==> src/rtl/irq_dest_resolver.sv <==
module irq_dest_resolver #(
  parameter int N_UNITS = 8
) (
  input  logic                 clk,
  input  logic                 rst_n,
  input  logic [N_UNITS*8-1:0]  cfg_phys_id,
  input  logic [N_UNITS*32-1:0] cfg_ldest_reg,
  input  logic [N_UNITS*32-1:0] cfg_model_reg,
  input  logic                 req_valid,
  input  logic [7:0]           req_dest,
  input  logic                 req_logical,
  input  logic [1:0]           req_shorthand,
  input  logic                 req_lowest,
  input  logic [7:0]           req_sender_id,
  output logic                 rsp_valid,
  output logic [N_UNITS-1:0]   rsp_mask
);
  localparam logic [7:0] BCAST = 8'hFF;
  localparam logic [3:0] MODEL_FLAT = 4'hF;
  localparam logic [3:0] MODEL_CLUSTER = 4'h0;

  logic [N_UNITS-1:0] phys_hit, logic_hit, self_hit, addr_mask, pre_mask, sel_mask;

  for (genvar i = 0; i < N_UNITS; i++) begin : g_unit
    logic [7:0] pid, lbyte;
    logic [3:0] model;
    assign pid   = cfg_phys_id[i*8 +: 8];
    assign lbyte = cfg_ldest_reg[i*32+24 +: 8];
    assign model = cfg_model_reg[i*32+28 +: 4];
    assign phys_hit[i] = (req_dest == BCAST) || (pid == req_dest);
    assign self_hit[i] = (pid == req_sender_id);
    always_comb begin
      logic_hit[i] = 1'b0;
      if (model == MODEL_FLAT)
        logic_hit[i] = |(req_dest & lbyte);
      else if (model == MODEL_CLUSTER)
        logic_hit[i] = (req_dest[7:4] == lbyte[7:4]) && |(req_dest[3:0] & lbyte[3:0]);
    end
  end

  assign addr_mask = req_logical ? logic_hit : phys_hit;

  always_comb begin
    unique case (req_shorthand)
      2'd0: pre_mask = addr_mask;
      2'd1: pre_mask = self_hit;
      2'd2: pre_mask = '1;
      default: pre_mask = ~self_hit;
    endcase
  end

  assign sel_mask = req_lowest ? (pre_mask & (~pre_mask + 1'b1)) : pre_mask;

  always_ff @(posedge clk) begin
    if (!rst_n) begin
      rsp_valid <= 1'b0;
      rsp_mask  <= '0;
    end else begin
      rsp_valid <= req_valid;
      if (req_valid) rsp_mask <= sel_mask;
    end
  end
endmodule

==> config.mk <==
export PLATFORM = sky130hd
export DESIGN_NAME = irq_dest_resolver
export DESIGN_NICKNAME = d
export VERILOG_FILES = /design/src/rtl/irq_dest_resolver.sv
export SDC_FILE = /design/constraint.sdc
export NUM_CORES = 1
export LEC_CHECK = 0
export BUFFER_PORTS_ARGS = -buffer_cell sky130_fd_sc_hd__buf_4
export CAP_MARGIN = 20
export CORE_AREA = 2 2 238 240
export DETAILED_ROUTE_END_ITERATION = 10
export DIE_AREA = 0 0 240 242
export GPL_TIMING_DRIVEN = 0
export PLACE_DENSITY_LB_ADDON = 0.3
export SLEW_MARGIN = 20
export SYNTH_ARGS = -nofsm -noshare
export SYNTH_HDL_FRONTEND = slang
export SYNTH_SLANG_ARGS = --single-unit
==> constraint.sdc <==
create_clock -name clk -period 2.8 [get_ports clk]
set_input_delay 0.84 -clock clk [delete_from_list [all_inputs] [get_ports clk]]
set_output_delay 0.84 -clock clk [all_outputs]
set_load 0.02 [all_outputs]
## After elaboration in Yosys (flattened, before gate mapping)

Cells that the tools add are included.

- Bitwise logic cells: 19
- Add/subtract/negate cells: 1
- Multiplexer cells: 19
- Equal/unequal tests: 35
- Reductions and logical operators: 41

Operators with widths:

| kind | count |
|---|---|
| == test 8 bit | 16 |
| bitwise AND 8 bit | 9 |
| OR reduction 8 bit | 8 |
| bitwise AND 4 bit | 8 |
| == test 4 bit | 8 |
| == test 4 bit (second input constant) | 8 |
| zero test 4 bit | 8 |
| OR reduction 4 bit | 8 |
| one-hot mux 8 bit (3 select lines) | 1 |
| 2-to-1 mux 1 bit | 16 |
| 2-to-1 mux 8 bit | 2 |
| inverter 8 bit | 2 |
| adder 8 x 1 -> 8 bit (second input constant) | 1 |
| == test 8 bit (second input constant) | 1 |
| logical AND 1 bit | 8 |
| logical OR 1 bit | 8 |
| == test 2 x 1 -> 1 bit (second input constant) | 1 |
| == test 2 bit (second input constant) | 1 |
| zero test 2 bit | 1 |

- Output and inout bits: 9
- Word-level logic and storage cells: 117
- Input port bits: 599
- Flip-flop bits (word level): 9

## Depth between registers and ports, before layout

Gate-level depths: netlist of run 1.

- Depth after elaboration: 11
- Mapped depth: 9

## Worst setup path before layout of run 1

Ideal clock, no wire load.

- Path type: input-to-reg
- Start point: input cfg_ldest_reg[156]
- End point: register rsp_mask[5]
- Slack: 0.033 ns
- Path buffers: 0
- Arrival time: 2.650 ns
- Data required time: 2.683 ns
- Stages on the path: 8
- Path through: ha_1 > or4_1 > a211o_1 > o211a_1 > o32a_1 > nand2_2 > nor2_1 > a22o_1

- Cells in the longest elaborated chain, start to end: 10
- Elaborated cells between the ends (all ways): 12
- Classes of those cells: add/sub (1); eq/ne (1); mux (5); bitwise (3); reduce/logical (2)

Ends and longest elaborated chain:

| item | RTL line | RTL |
|---|---|---|
| start, declared | 7 | `input logic [N_UNITS*32-1:0] cfg_ldest_reg,` |
| == test 4 bit | 37 | `logic_hit[i] = (req_dest[7:4] == lbyte[7:4]) && \|(req_dest[3:0] & lbyte[3:0]);` |
| logical AND 1 bit | 37 |  |
| 2-to-1 mux 1 bit | 36 | `else if (model == MODEL_CLUSTER)` |
| 2-to-1 mux 1 bit * | 34 | `if (model == MODEL_FLAT)` |
| 2-to-1 mux 8 bit * | 41 | `assign addr_mask = req_logical ? logic_hit : phys_hit;` |
| one-hot mux 8 bit (3 select lines) * | 44 | `unique case (req_shorthand)` |
| inverter 8 bit * | 52 | `assign sel_mask = req_lowest ? (pre_mask & (~pre_mask + 1'b1)) : pre_mask;` |
| adder 8 x 1 -> 8 bit * | 52 |  |
| bitwise AND 8 bit * | 52 |  |
| 2-to-1 mux 8 bit * | 52 |  |
| end signal, assigned | 60 | `if (req_valid) rsp_mask <= sel_mask;` |
| end, declared | 16 | `output logic [N_UNITS-1:0] rsp_mask` |

Every way passes the cells marked *; elsewhere a longest branch is shown, timed or not.
A chain may end at the register's enable or synchronous reset.

## Worst setup path in the final report of run 1

- Start point: input req_dest[5]
- End point: register rsp_mask[4]

- Cells in the longest elaborated chain, start to end: 10
- Elaborated cells between the ends (all ways): 47
- Classes of those cells: add/sub (1); eq/ne (11); mux (13); bitwise (7); reduce/logical (15)

Ends and longest elaborated chain:

| item | RTL line | RTL |
|---|---|---|
| start, declared | 10 | `input logic [7:0] req_dest,` |
| == test 4 bit | 37 |  |
| logical AND 1 bit | 37 |  |
| 2-to-1 mux 1 bit | 36 |  |
| 2-to-1 mux 1 bit | 34 |  |
| 2-to-1 mux 8 bit * | 41 |  |
| one-hot mux 8 bit (3 select lines) * | 44 |  |
| inverter 8 bit | 52 |  |
| adder 8 x 1 -> 8 bit | 52 |  |
| bitwise AND 8 bit | 52 |  |
| 2-to-1 mux 8 bit * | 52 |  |

Marks and branches as above.

==> results of run 1 <==
==> worst reg2reg max path, cell delays in order, from the launching register on <==
cell and delay, ns:
dfxtp_1 0.31, a22o_1 0.22, a22o_1 0.22
==> per-stage QoR <==
step	setup WS (ns)	hold slack [ns]	instance area [um^2]
final	-0.0786	0.482	6050
after global routing	-0.170	0.512	6050
after CTS	-0.263	0.491	5910
after detailed placement	-0.880	0.483	5460
after global placement	-0.877	0.472	5460
after floorplan	0.0329	0.546	3190
==> sequential cells by signal, indices dropped and copies added (netlist names) <==
| signal | cells |
|---|---|
| rsp_valid | 1 |
| rsp_mask | 8 |
==> cells by family after synthesis <==
logic type | after synthesis | synth area share
XOR/XNOR | 130 | 0.357
buffers and inverters | 28 | 0.0663
adder cells (fa/ha/maj) | 32 | 0.126
AO/OA/AOI/OAI | 74 | 0.197
flip-flops | 9 | 0.0565
AND/OR/NAND/NOR | 101 | 0.197
==> worst min-delay path by stage <==
| stage | endpoint | slack (ns) | depth (start not counted) |
|---|---|---|---|
| 2_1_floorplan | rsp_mask[2] | 0.55 | 2 |
| 3_3_place_gp | rsp_mask[0] | 0.47 | 1 |
| 3_5_place_dp | rsp_mask[0] | 0.48 | 1 |
| 4_1_cts | rsp_mask[2] | 0.49 | 2 |
| 5_1_grt | rsp_mask[0] | 0.51 | 1 |
| 6_report | rsp_mask[2] | 0.48 | 2 |
==> cells in the mapped netlist, types with 3 or more instances <==
cell type   n
a21oi_1     9
a221oi_1    3
a22o_1     13
a22oi_1     4
a31o_2      3
buf_2       5
buf_4      10
buf_6       7
dfxtp_1     9
ha_1       32
inv_1       4
nand2_1     9
nand3_1     3
nand4_1    28
nor2_1      7
nor2b_1     3
nor3_1      6
nor3_2      3
nor4_1     25
nor4_2      4
o211a_1     3
o211ai_1    6
o21ai_0     6
o21ai_1     6
or4_1       7
xnor2_1    81
xor2_1     49
==> power groups by stage <==
| stage | Clock, uW | Combinational [uW] | Sequential [uW] |
|---|---|---|---|
| floorplan | 0 | 352 | 151 |
| global placement | 0 | 759 | 143 |
| detailed placement | 0 | 766 | 143 |
| CTS | 250 | 826 | 141 |
| global route | 261 | 911 | 142 |
| finish | 245 | 832 | 140 |
==> cell usage in the layout (no fill, tap or decap), types with 3 or more instances in the layout <==
| cell | instances |
|---|---|
| nand2_1 | 8 |
| nor2_1 | 7 |
| inv_1 | 4 |
| o21ai_1 | 4 |
| nor4_1 | 22 |
| buf_16 | 4 |
| buf_4 | 201 |
| xor2_1 | 49 |
| o21ai_0 | 5 |
| nor2b_1 | 3 |
| o211ai_1 | 6 |
| clkbuf_16 | 3 |
| xnor2_1 | 81 |
| a22o_1 | 13 |
| or4_4 | 4 |
| ha_1 | 23 |
| nand3_1 | 3 |
| ha_2 | 4 |
| a22oi_1 | 4 |
| a31o_2 | 3 |
| a21oi_1 | 9 |
| nand4_1 | 28 |
| ha_4 | 5 |
| nor3_1 | 3 |
| dfxtp_1 | 9 |
| nor4_2 | 6 |
| a31oi_4 | 3 |
| or4_1 | 3 |
| nor3_2 | 4 |
| buf_6 | 12 |
==> repair_timing <==
action                                  in CTS  in global routing
setup buffers                               17                  3
resized for setup                           45                 21
endpoints found under the setup margin       8                  7
pin swaps                                   13                 17
hold buffers                                 0                  0
==> final cells by class <==
type | instances | area [um^2] | area share
buffer | 23 | 210 | 0.0348
timing repair buffer | 197 | 1580 | 0.262
sequential | 9 | 180 | 0.0298
inverter | 5 | 18.8 | 0.00310
multi-input combinational | 337 | 3030 | 0.500
tap | 756 | 946 | 0.156
antenna | 2 | 5.00 | 0.000827
clock buffer | 4 | 78.8 | 0.0130
==> routing by layer <==
| metal | GRT usage | part of all wire | up-vias |
|---|---|---|---|
| met2 | 0.126 | 0.46 | 137 |
| met5 | 0 | 0.0012 | - |
| li1 | - | - | 1826 |
| met1 | 0.107 | 0.47 | 1757 |
| met4 | 0.00603 | 0.0021 | 4 |
| met3 | 0.0137 | 0.063 | 8 |
==> metrics.md, run 1 <==
| Metric | Value |
|---|---|
| Status | `complete, but fails checks` |
| Failing checks | `setup timing` |
| Max-cap viol count | `0` |
| Crit Reg-Reg Startpoint | `rsp_mask[6]` |
| Worst Setup SP | `req_dest[5]` |
| First-pass GRT wire length | `31,000 um` |
| Worst Hold Launch | `rsp_mask[2]` |
| Worst hold path type | `reg2reg` |
| Critical path capture point type | `flop` |
| Leak | `0.00220 uW` |
| Maximum number of pins on one net before global-route repair | `11` |
| Clock power frac | `0.202` |
| Initial Util | `0.0572` |
| Max Buffers Root-to-Sink | `2` |
| Post-layout min period | `roughly 2.9 ns` |
| Critical Path RT | `2.97 ns` |
| Post-DRT Antenna Nets | `0` |
| Placed insts | `between 1,000 and 1,500` |
| Synth Register Bits | `9` |
| WP depth | `10` |
| R2R Path End | `rsp_mask[6]` |
| Initial antenna violation count | `4` |
| Synth unique cells | `52` |
| Slowest-stage cell, CP | `or4_4` |
| Worst-Skew Late Latency | `0.23 ns` |
| DR WL/cell | `approximately 17 um` |
| Final hold violation count | `0` |
| Clock-pin slew on the worst setup and hold paths | `0.04 ns` |
| Share of the synthesized area in the top cell type | `0.223` |
| Sequential-to-total area share from yosys stat | `0.0565` |
| R2R Setup Slk | `1.94 ns` |
| Gpl congestion | `0.751` |
| Cell Area, Synth | `3190 um^2` |
| Net count after synthesis | `1,005` |
| End of the critical path | `rsp_mask[4]` |
| Htree depth | `1` |
| DRC violations left | `0` |
| Power per cell area | `roughly 200 nW/um^2` |
| TritonRoute pass-1 iters | `4` |
| Largest cells by area after synthesis | `xnor2_1 22%, xor2_1 13%, ha_1 13%, dfxtp_1 5.7%, nand4_1 5.5%` |
| Sequential share of power | `0.115` |
| Post-synth ARST share | `0` |
| Core Rows | `87` |
| Worst reg2reg path depth | `2` |
| Synth warn | `0` |
| Internal power | `approximately 750 uW` |
| CTS Sinks | `9` |
| Root buffer cell | `clkbuf_16` |
| Psw | `464 uW` |
| Crit share post-route | `1.03` |
| DRT Wirelength | `23,000 um` |
| Combinational Power Share | `0.683` |
| Post-Layout Cell Count | `1,333` |
| Die W | `approximately 240 um` |
| Post-Synthesis Cells | `374` |
| Buf/Inv on CP | `2` |
| Cell chain of the critical path | `buf_16 -> ha_2 -> or4_4 -> nor3_2 -> o211ai_1 -> a31oi_4 -> o2111ai_4 -> buf_6 -> a211oi_2 -> o21a_1` |
| Worst Tran Pin Value | `0.661 ns` |
| Final setup vio count | `3` |
| Slew headroom | `0.559` |
| Crit path max-delay family | `compound AO/OA/AOI/OAI gates` |
| Vias in the first global route | `4,000` |
| Main synth FF type | `dfxtp_1` |
| Pwr Total | `1220 uW` |
| Final Max Slew Viols | `0` |
| Share of cells above drive strength 1 | `0.475` |
| Setup ws final | `-0.0786 ns` |
| Post-synth EDFFs | `0` |
| Total grt overflow | `0` |
| Post-route setup TNS | `-0.123 ns` |
| Crit path max fanout | `6` |
| Slowest Stage Delay on Critical Path | `approximately 0.53 ns` |
| CTS tree | `built` |
| Layout area overhead | `89.8%` |
| Crit start category | `input port` |
| Tot GR Track Use | `0.0767` |
| Clk_skew | `0 ns` |
| Synthesized area per cell | `8.52 um^2` |
| DP HPWL | `20,100 um` |
| RSZ-0062 raised after global routing | `true` |
| Critical Path AT | `just over 3 ns` |
| Cell taking the most area after synthesis | `xnor2_1` |
| Die height | `242 um` |
| WS Path Type | `in2reg` |
| I/O Pins | `608` |
| Final core occ | `0.109` |
| Core area | `about 56,000 um^2` |
| Nets@finish | `1,207` |
| Vias per cell | `2.80` |
| Total CTS buffers | `3` |
| Initial drt markers | `130` |
| Filler instances | `6,554` |
| Worst IR Drop VDD | `143 uV` |
| Vias | `3,732` |
| Peak Freq | `347 MHz` |
| IO Port Bufs | `177` |
| Die area | `roughly 58,000 um^2` |
| Sw Share | `0.381` |
Note: power is estimated with default switching activity, not from simulation.
==> inputs of run 2 (changes only) <==
--- a/config.mk
+++ b/config.mk
@@ -6,13 +6,11 @@
 export NUM_CORES = 1
 export LEC_CHECK = 0
 export BUFFER_PORTS_ARGS = -buffer_cell sky130_fd_sc_hd__buf_4
-export CAP_MARGIN = 20
 export CORE_AREA = 2 2 238 240
 export DETAILED_ROUTE_END_ITERATION = 10
 export DIE_AREA = 0 0 240 242
-export GPL_TIMING_DRIVEN = 0
 export PLACE_DENSITY_LB_ADDON = 0.3
-export SLEW_MARGIN = 20
+export SLEW_MARGIN = 10
 export SYNTH_ARGS = -nofsm -noshare
 export SYNTH_HDL_FRONTEND = slang
 export SYNTH_SLANG_ARGS = --single-unit
==> metrics.md, run 2 (synthesis gave the netlist of run 1 again) <==
| Metric | Value |
|---|---|
| Max-cap viol count | `0` |
| Critical path capture point type | `flop` |
| Die area | `58,100 um^2` |
| Post-DRT Antenna Nets | `0` |
| Max Buffers Root-to-Sink | `2` |
| Commonest non-fill, non-tap cell in the layout | `buf_4` |
| Internal power | `777 uW` |
| CTS Hold Bufs | `0` |
| Final hold violation count | `0` |
| Worst Setup SP | `req_dest[6]` |
| Maximum number of pins on one net before global-route repair | `13` |
| Nets@finish | `approximately 1,200` |
| Sw Share | `0.379` |
| Total CTS buffers | `3` |
| Crit Reg-Reg Startpoint | `rsp_mask[6]` |
| DRT Wirelength | `between 20,000 and 25,000 um` |
| Leak | `0.00233 uW` |
| Htree depth | `1` |
| DR WL/cell | `17.0 um` |
| Crit path max fanout | `4` |
| CTS tree | `built` |
| Clock power frac | `0.197` |
| Critical Path AT | `3.01 ns` |
| Die height | `242 um` |
| Crit share post-route | `1.03` |
| Clk_skew | `0 ns` |
| Slew headroom | `0.637` |
| Initial drt markers | `between 100 and 150` |
| Psw | `474 uW` |
| First-pass GRT wire length | `31,500 um` |
| I/O Pins | `608` |
| DRC violations left | `0` |
| TritonRoute pass-1 iters | `4` |
| Initial antenna violation count | `6` |
| Core area | `55,700 um^2` |
| Worst Tran Pin Value | `~0.54 ns` |
| Share of cells above drive strength 1 | `0.500` |
| Layout area overhead | `95.4%` |
| Worst-Skew Late Latency | `0.23 ns` |
| Worst Hold Launch | `rsp_mask[7]` |
| Status | `complete, but fails checks` |
| WS Path Type | `in2reg` |
| Tot GR Track Use | `0.0775` |
| Total grt overflow | `0` |
| Final setup vio count | `4` |
| Power per cell area | `201 nW/um^2` |
| Dpl ws | `-0.588 ns` |
| Post-layout min period | `2.89 ns` |
| Sequential share of power | `0.112` |
| Vias | `between 3,000 and 4,000` |
| Top Registers | `rsp_mask: 8 flops, rsp_valid: 1 flops` |
| Filler instances | `6,542` |
| CTS Sinks | `9` |
| Top reg by flops | `rsp_mask` |
| Commonest non-fill, non-tap cells in the layout | `236 x buf_4, 81 x xnor2_1, 49 x xor2_1` |
| Combinational Power Share | `0.691` |
| Peak Freq | `between 300 and 400 MHz` |
| Final Max Slew Viols | `0` |
| FF+latch area | `180 um^2` |
| Core Rows | `slightly below 90` |
| IO Port Bufs | `roughly 190` |
| Vias per cell | `2.82` |
| Die W | `roughly 240 um` |
| Critical Path RT | `2.92 ns` |
| RSZ-0062 raised after global routing | `true` |
| Finished Cell Area | `6230 um^2` |
| Failing checks | `setup timing` |
| Worst hold path type | `reg2reg` |
| Setup ws final | `-0.0919 ns` |
| Multi-input combinational cell area | `a little over 3000 um^2` |
| Initial Util | `0.0572` |
| Root buffer cell | `clkbuf_16` |
| DP HPWL | `20,400 um` |
| Vias in the first global route | `4,217` |
| Crit start category | `input port` |
| Clock-pin slew on the worst setup and hold paths | `0.04 ns` |
| Area post-placement | `5750 um^2` |
| Worst IR Drop VDD | `149 uV` |
| Gpl congestion | `0.745` |
| Max reg flops | `8` |
## run 2: changes by cell type in the layout (fill, tap and decap cells not counted), sizes merged
cell and change:
buf +30, clkbuf -1
## run 2: layout make-up
| class | instances | share of cell area |
|---|---|---|
| multi-input cells | 337 | 0.485 |
| repair buffers | 249 | 0.318 |
| well taps | 756 | 0.152 |
| flip-flops and latches | 9 | 0.0289 |
| clock buffers | 4 | 0.0127 |
| inverters | 5 | 0.00301 |
| diodes | 2 | 0.000804 |
## run 2: power groups by stage
stage	clock (uW)	sequential (uW)	combinational [uW]
after floorplan	0	151	352
after global placement	0	142	811
after detailed placement	0	143	814
after CTS	250	141	844
after global routing	261	141	949
final	247	140	864
## run 2: stage by stage
stage	setup TNS (ns)	util	cells	hold WS [ns]	total power [uW]
2_1_floorplan	0	-	374	0.546	503
3_3_place_gp	-3.12	0.103	1348	0.469	954
3_5_place_dp	-3.23	0.103	1348	0.476	957
4_1_cts	-0.967	0.108	1356	0.481	1240
5_1_grt	-0.553	0.112	1362	0.494	1350
6_report	-0.262	0.112	1362	0.481	1250
## run 2: final timing paths
check / endpoint / slack [ns] / cells past startpoint
worst max-delay path: rsp_mask[7] / -0.09 / 10
worst min-delay path: rsp_mask[7] / 0.48 / 2
worst max register to register: rsp_mask[6] / 1.94 / 2
worst min register to register: rsp_mask[7] / 0.48 / 2
## run 2: worst max-delay path, cell delays in order
cell	delay (ns)
buf_12	0.11
buf_8	0.13
ha_4	0.20
or4_4	0.46
a211o_1	0.31
o211a_4	0.16
o32a_4	0.43
nand2_4	0.10
o41a_1	0.18
o22ai_2	0.06
## run 2: per-layer routing
metal  wire (um)  vias up  track usage
met5          54        -            0
met3        1450       12       0.0126
met1       11000     1811        0.109
met4         120        8      0.00859
met2       10600      143        0.127
li1            -     1872            -
## run 2: timing repair
| action | CTS | global route |
|---|---|---|
| endpoints found under the setup margin | 7 | 7 |
| resized for setup | 26 | 39 |
| setup buffers | 4 | 7 |
| pin swaps | 11 | 16 |
==> inputs of run 3 (changes only) <==
--- a/config.mk
+++ b/config.mk
@@ -5,11 +5,13 @@
 export SDC_FILE = /design/constraint.sdc
 export NUM_CORES = 1
 export LEC_CHECK = 0
+export ABC_AREA = 1
 export BUFFER_PORTS_ARGS = -buffer_cell sky130_fd_sc_hd__buf_4
-export CORE_AREA = 2 2 238 240
+export CORE_AREA = 2 2 237 239
 export DETAILED_ROUTE_END_ITERATION = 10
-export DIE_AREA = 0 0 240 242
+export DIE_AREA = 0 0 239 241
 export PLACE_DENSITY_LB_ADDON = 0.3
+export REMOVE_ABC_BUFFERS = 1
 export SLEW_MARGIN = 10
 export SYNTH_ARGS = -nofsm -noshare
 export SYNTH_HDL_FRONTEND = slang
==> metrics.md, run 3 <==
| Metric | Value |
|---|---|
| Global-route track usage on met2 | `0.132` |
| Crit path max fanout | `9` |
| Grt met1 use | `0.0921` |
| Root buffer cell | `clkbuf_16` |
| Crit share post-route | `0.873` |
| Main synth FF type | `dfxtp_1` |
| Vias per cell | `3.05` |
| Critical Path RT | `2.91 ns` |
| Clock-pin slew on the worst setup and hold paths | `0.04 ns` |
| Final Max Slew Viols | `0` |
| Share of cells above drive strength 1 | `0.273` |
| IO Port Bufs | `191` |
| Cell taking the most area after synthesis | `nand2_1` |
| Core Rows | `86` |
| Post-Layout Cell Count | `1,580` |
| DRC violations left | `0` |
| Htree depth | `1` |
| Post-synth EDFFs | `0` |
| Post-CTS Setup Bufs | `0` |
| Initial Util | `0.0690` |
| Placed insts | `approximately 1,600` |
| Most used routing layer | `met2` |
| Post-cts sizing count | `0` |
| Crit Reg-Reg Startpoint | `rsp_mask[0]` |
| Peak Freq | `409 MHz` |
| Most common cell in the netlist | `nand2_1` |
| End of the critical path | `rsp_mask[6]` |
| Final setup vio count | `0` |
| Synth warn | `0` |
| Post-DRT Antenna Nets | `0` |
| DP HPWL | `19,300 um` |
| Largest cells by area after synthesis | `nand2_1 27%, xnor2_1 15%, ha_1 11%, nor2_1 10%, dfxtp_1 4.8%` |
| Max reg flops | `8` |
| R2R Setup Slk | `2.14 ns` |
| Crit start category | `input port` |
| Top cells by count, synth | `276 x nand2_1, 101 x nor2_1, 65 x xnor2_1, 41 x inv_1, 34 x nand3_1` |
| CTS Sinks | `9` |
| DRT Wirelength | `21,700 um` |
| Initial drt markers | `252` |
| Status | `completed` |
| Initial antenna violation count | `4` |
| Slew headroom | `0.750` |
| TritonRoute pass-1 iters | `7` |
| Share of the synthesized area in the top cell type | `0.274` |
| CTS Hold Bufs | `0` |
| Die height | `241 um` |
| Cell Area, Synth | `3790 um^2` |
| Critical Path AT | `2.56 ns` |
| Layout area overhead | `61.1%` |
| Power per cell area | `194 nW/um^2` |
| DR WL/cell | `13.7 um` |
| Clk_skew | `0 ns` |
| Die W | `239 um` |
| Multi-input combinational cell area | `3180 um^2` |
| Grt met3 use | `0.00881` |
| Total grt overflow | `0` |
| Sequential-to-total area share from yosys stat | `0.0476` |
| Post-synth ARST share | `0` |
| Vias | `just under 5,000` |
| Worst IR Drop VDD | `223 uV` |
| RSZ-0062 raised after global routing | `false` |
| Worst reg2reg path depth | `4` |
| Die area | `57,600 um^2` |
| Pwr Total | `1180 uW` |
| Nets@finish | `1,505` |
| FF+latch area | `180 um^2` |
| Worst hold slack | `0.465 ns` |
| Final core occ | `0.111` |
| Critical path capture point type | `flop` |
| Worst hold path type | `reg2reg` |
| Worst Setup SP | `req_dest[5]` |
| Worst-Skew Late Latency | `about 0.23 ns` |
| Top Registers | `rsp_mask: 8 flops, rsp_valid: 1 flops` |
| Filler instances | `6,487` |
| Max Buffers Root-to-Sink | `2` |
| Commonest non-fill, non-tap cell in the layout | `nand2_1` |
| Vias in the first global route | `around 4,900` |
| Commonest non-fill, non-tap cells in the layout | `276 x nand2_1, 204 x buf_4, 101 x nor2_1` |
| Max-cap viol count | `0` |
| Final hold violation count | `0` |
| Core area | `54,900 um^2` |
| Post-route setup TNS | `0 ns` |
| Maximum number of pins on one net before global-route repair | `16` |
| First-pass GRT wire length | `30,900 um` |
| Post-layout min period | `2.44 ns` |
| CTS tree | `built` |
| WS Path Type | `in2reg` |
| Post-Synthesis Cells | `between 600 and 700` |
| Synth Register Bits | `9` |
| Gpl congestion | `0.811` |
| Leak | `around 0.0028 uW` |
| Tot GR Track Use | `0.0726` |
| Synthesized area per cell | `5.51 um^2` |
| Top reg by flops | `rsp_mask` |
| R2R Path End | `rsp_mask[0]` |
| Worst Tran Pin Value | `around 0.37 ns` |
| I/O Pins | `approximately 600` |
| Synth unique cells | `39` |
| Total CTS buffers | `3` |
## run 3: changes by cell type in the layout (fill, tap and decap cells not counted), moves of 8 or more
cell | before | now
nand4_1 | 28 | 19
buf_4 | 236 | 204
inv_2 | 1 | 9
inv_1 | 4 | 41
xnor2_1 | 81 | 65
nor4_1 | 22 | 0
xor2_1 | 49 | 12
nand3_1 | 3 | 34
nor2_1 | 6 | 101
a22o_1 | 13 | 2
nand2_1 | 8 | 276
ha_1 | 23 | 32
## run 3: critical path, stage by stage
cell,delay (ns)
buf_4,0.23
ha_1,0.27
nor2_1,0.10
nand2_1,0.07
nor2_1,0.08
nor2_1,0.04
nor2_1,0.28
nor2_1,0.08
nand2_1,0.08
nand2_1,0.04
nand2_1,0.10
nor2_2,0.07
nand3_2,0.07
nand2_2,0.05
nand2_1,0.07
a21oi_1,0.06
## run 3: cell type report
class / instances / share of cell area
clock inverters: 1 / 0.000821
multi-input cells: 599 / 0.522
flip-flops and latches: 9 / 0.0295
diodes: 3 / 0.00123
clock buffers: 3 / 0.0123
repair buffers: 205 / 0.254
inverters: 56 / 0.0353
well taps: 704 / 0.144
## run 3: worst min-delay path by stage
stage,depth (start not counted),from,end,slack (ns)
after detailed placement,2,rsp_mask[4],rsp_mask[4],0.46
after global placement,2,rsp_mask[2],rsp_mask[2],0.46
final,2,rsp_mask[4],rsp_mask[4],0.47
after CTS,2,rsp_mask[4],rsp_mask[4],0.47
after global routing,2,rsp_mask[3],rsp_mask[3],0.50
after floorplan,2,rsp_mask[1],rsp_mask[1],0.55
## run 3: stage by stage
stage | setup slack [ns] | area (um^2)
after floorplan | 0.733 | 3580
after global placement | -0.0332 | 6010
after detailed placement | -0.0310 | 6010
after CTS | 0.214 | 6090
after global routing | 0.133 | 6090
final | 0.356 | 6100
## run 3: metal layers
metal	routed length [um]	share of wire
met5	23	0.0011
met4	341	0.016
met3	926	0.043
met2	10900	0.50
met1	9490	0.44
## run 3: cell families (layout without fill, tap and decap cells)
group           Yosys count  in the layout  synth area share
buf+inv                  79            265             0.111
other cells               0              3                 0
xor+xnor                 77             77             0.178
fa+ha+maj                32             32             0.106
compound gates           36             36            0.0575
flops                     9              9            0.0476
simple gates            454            454             0.500
## run 3: power by group
group / total (uW) / switching (uW) / internal, uW / leakage, uW
Sequential: 139 / 3.52 / 136 / 0.0000738
Clock: 251 / 62.8 / 188 / 0.0000409
Combinational: 794 / 419 / 375 / 0.00272
Total: 1180 / 486 / 699 / 0.00283
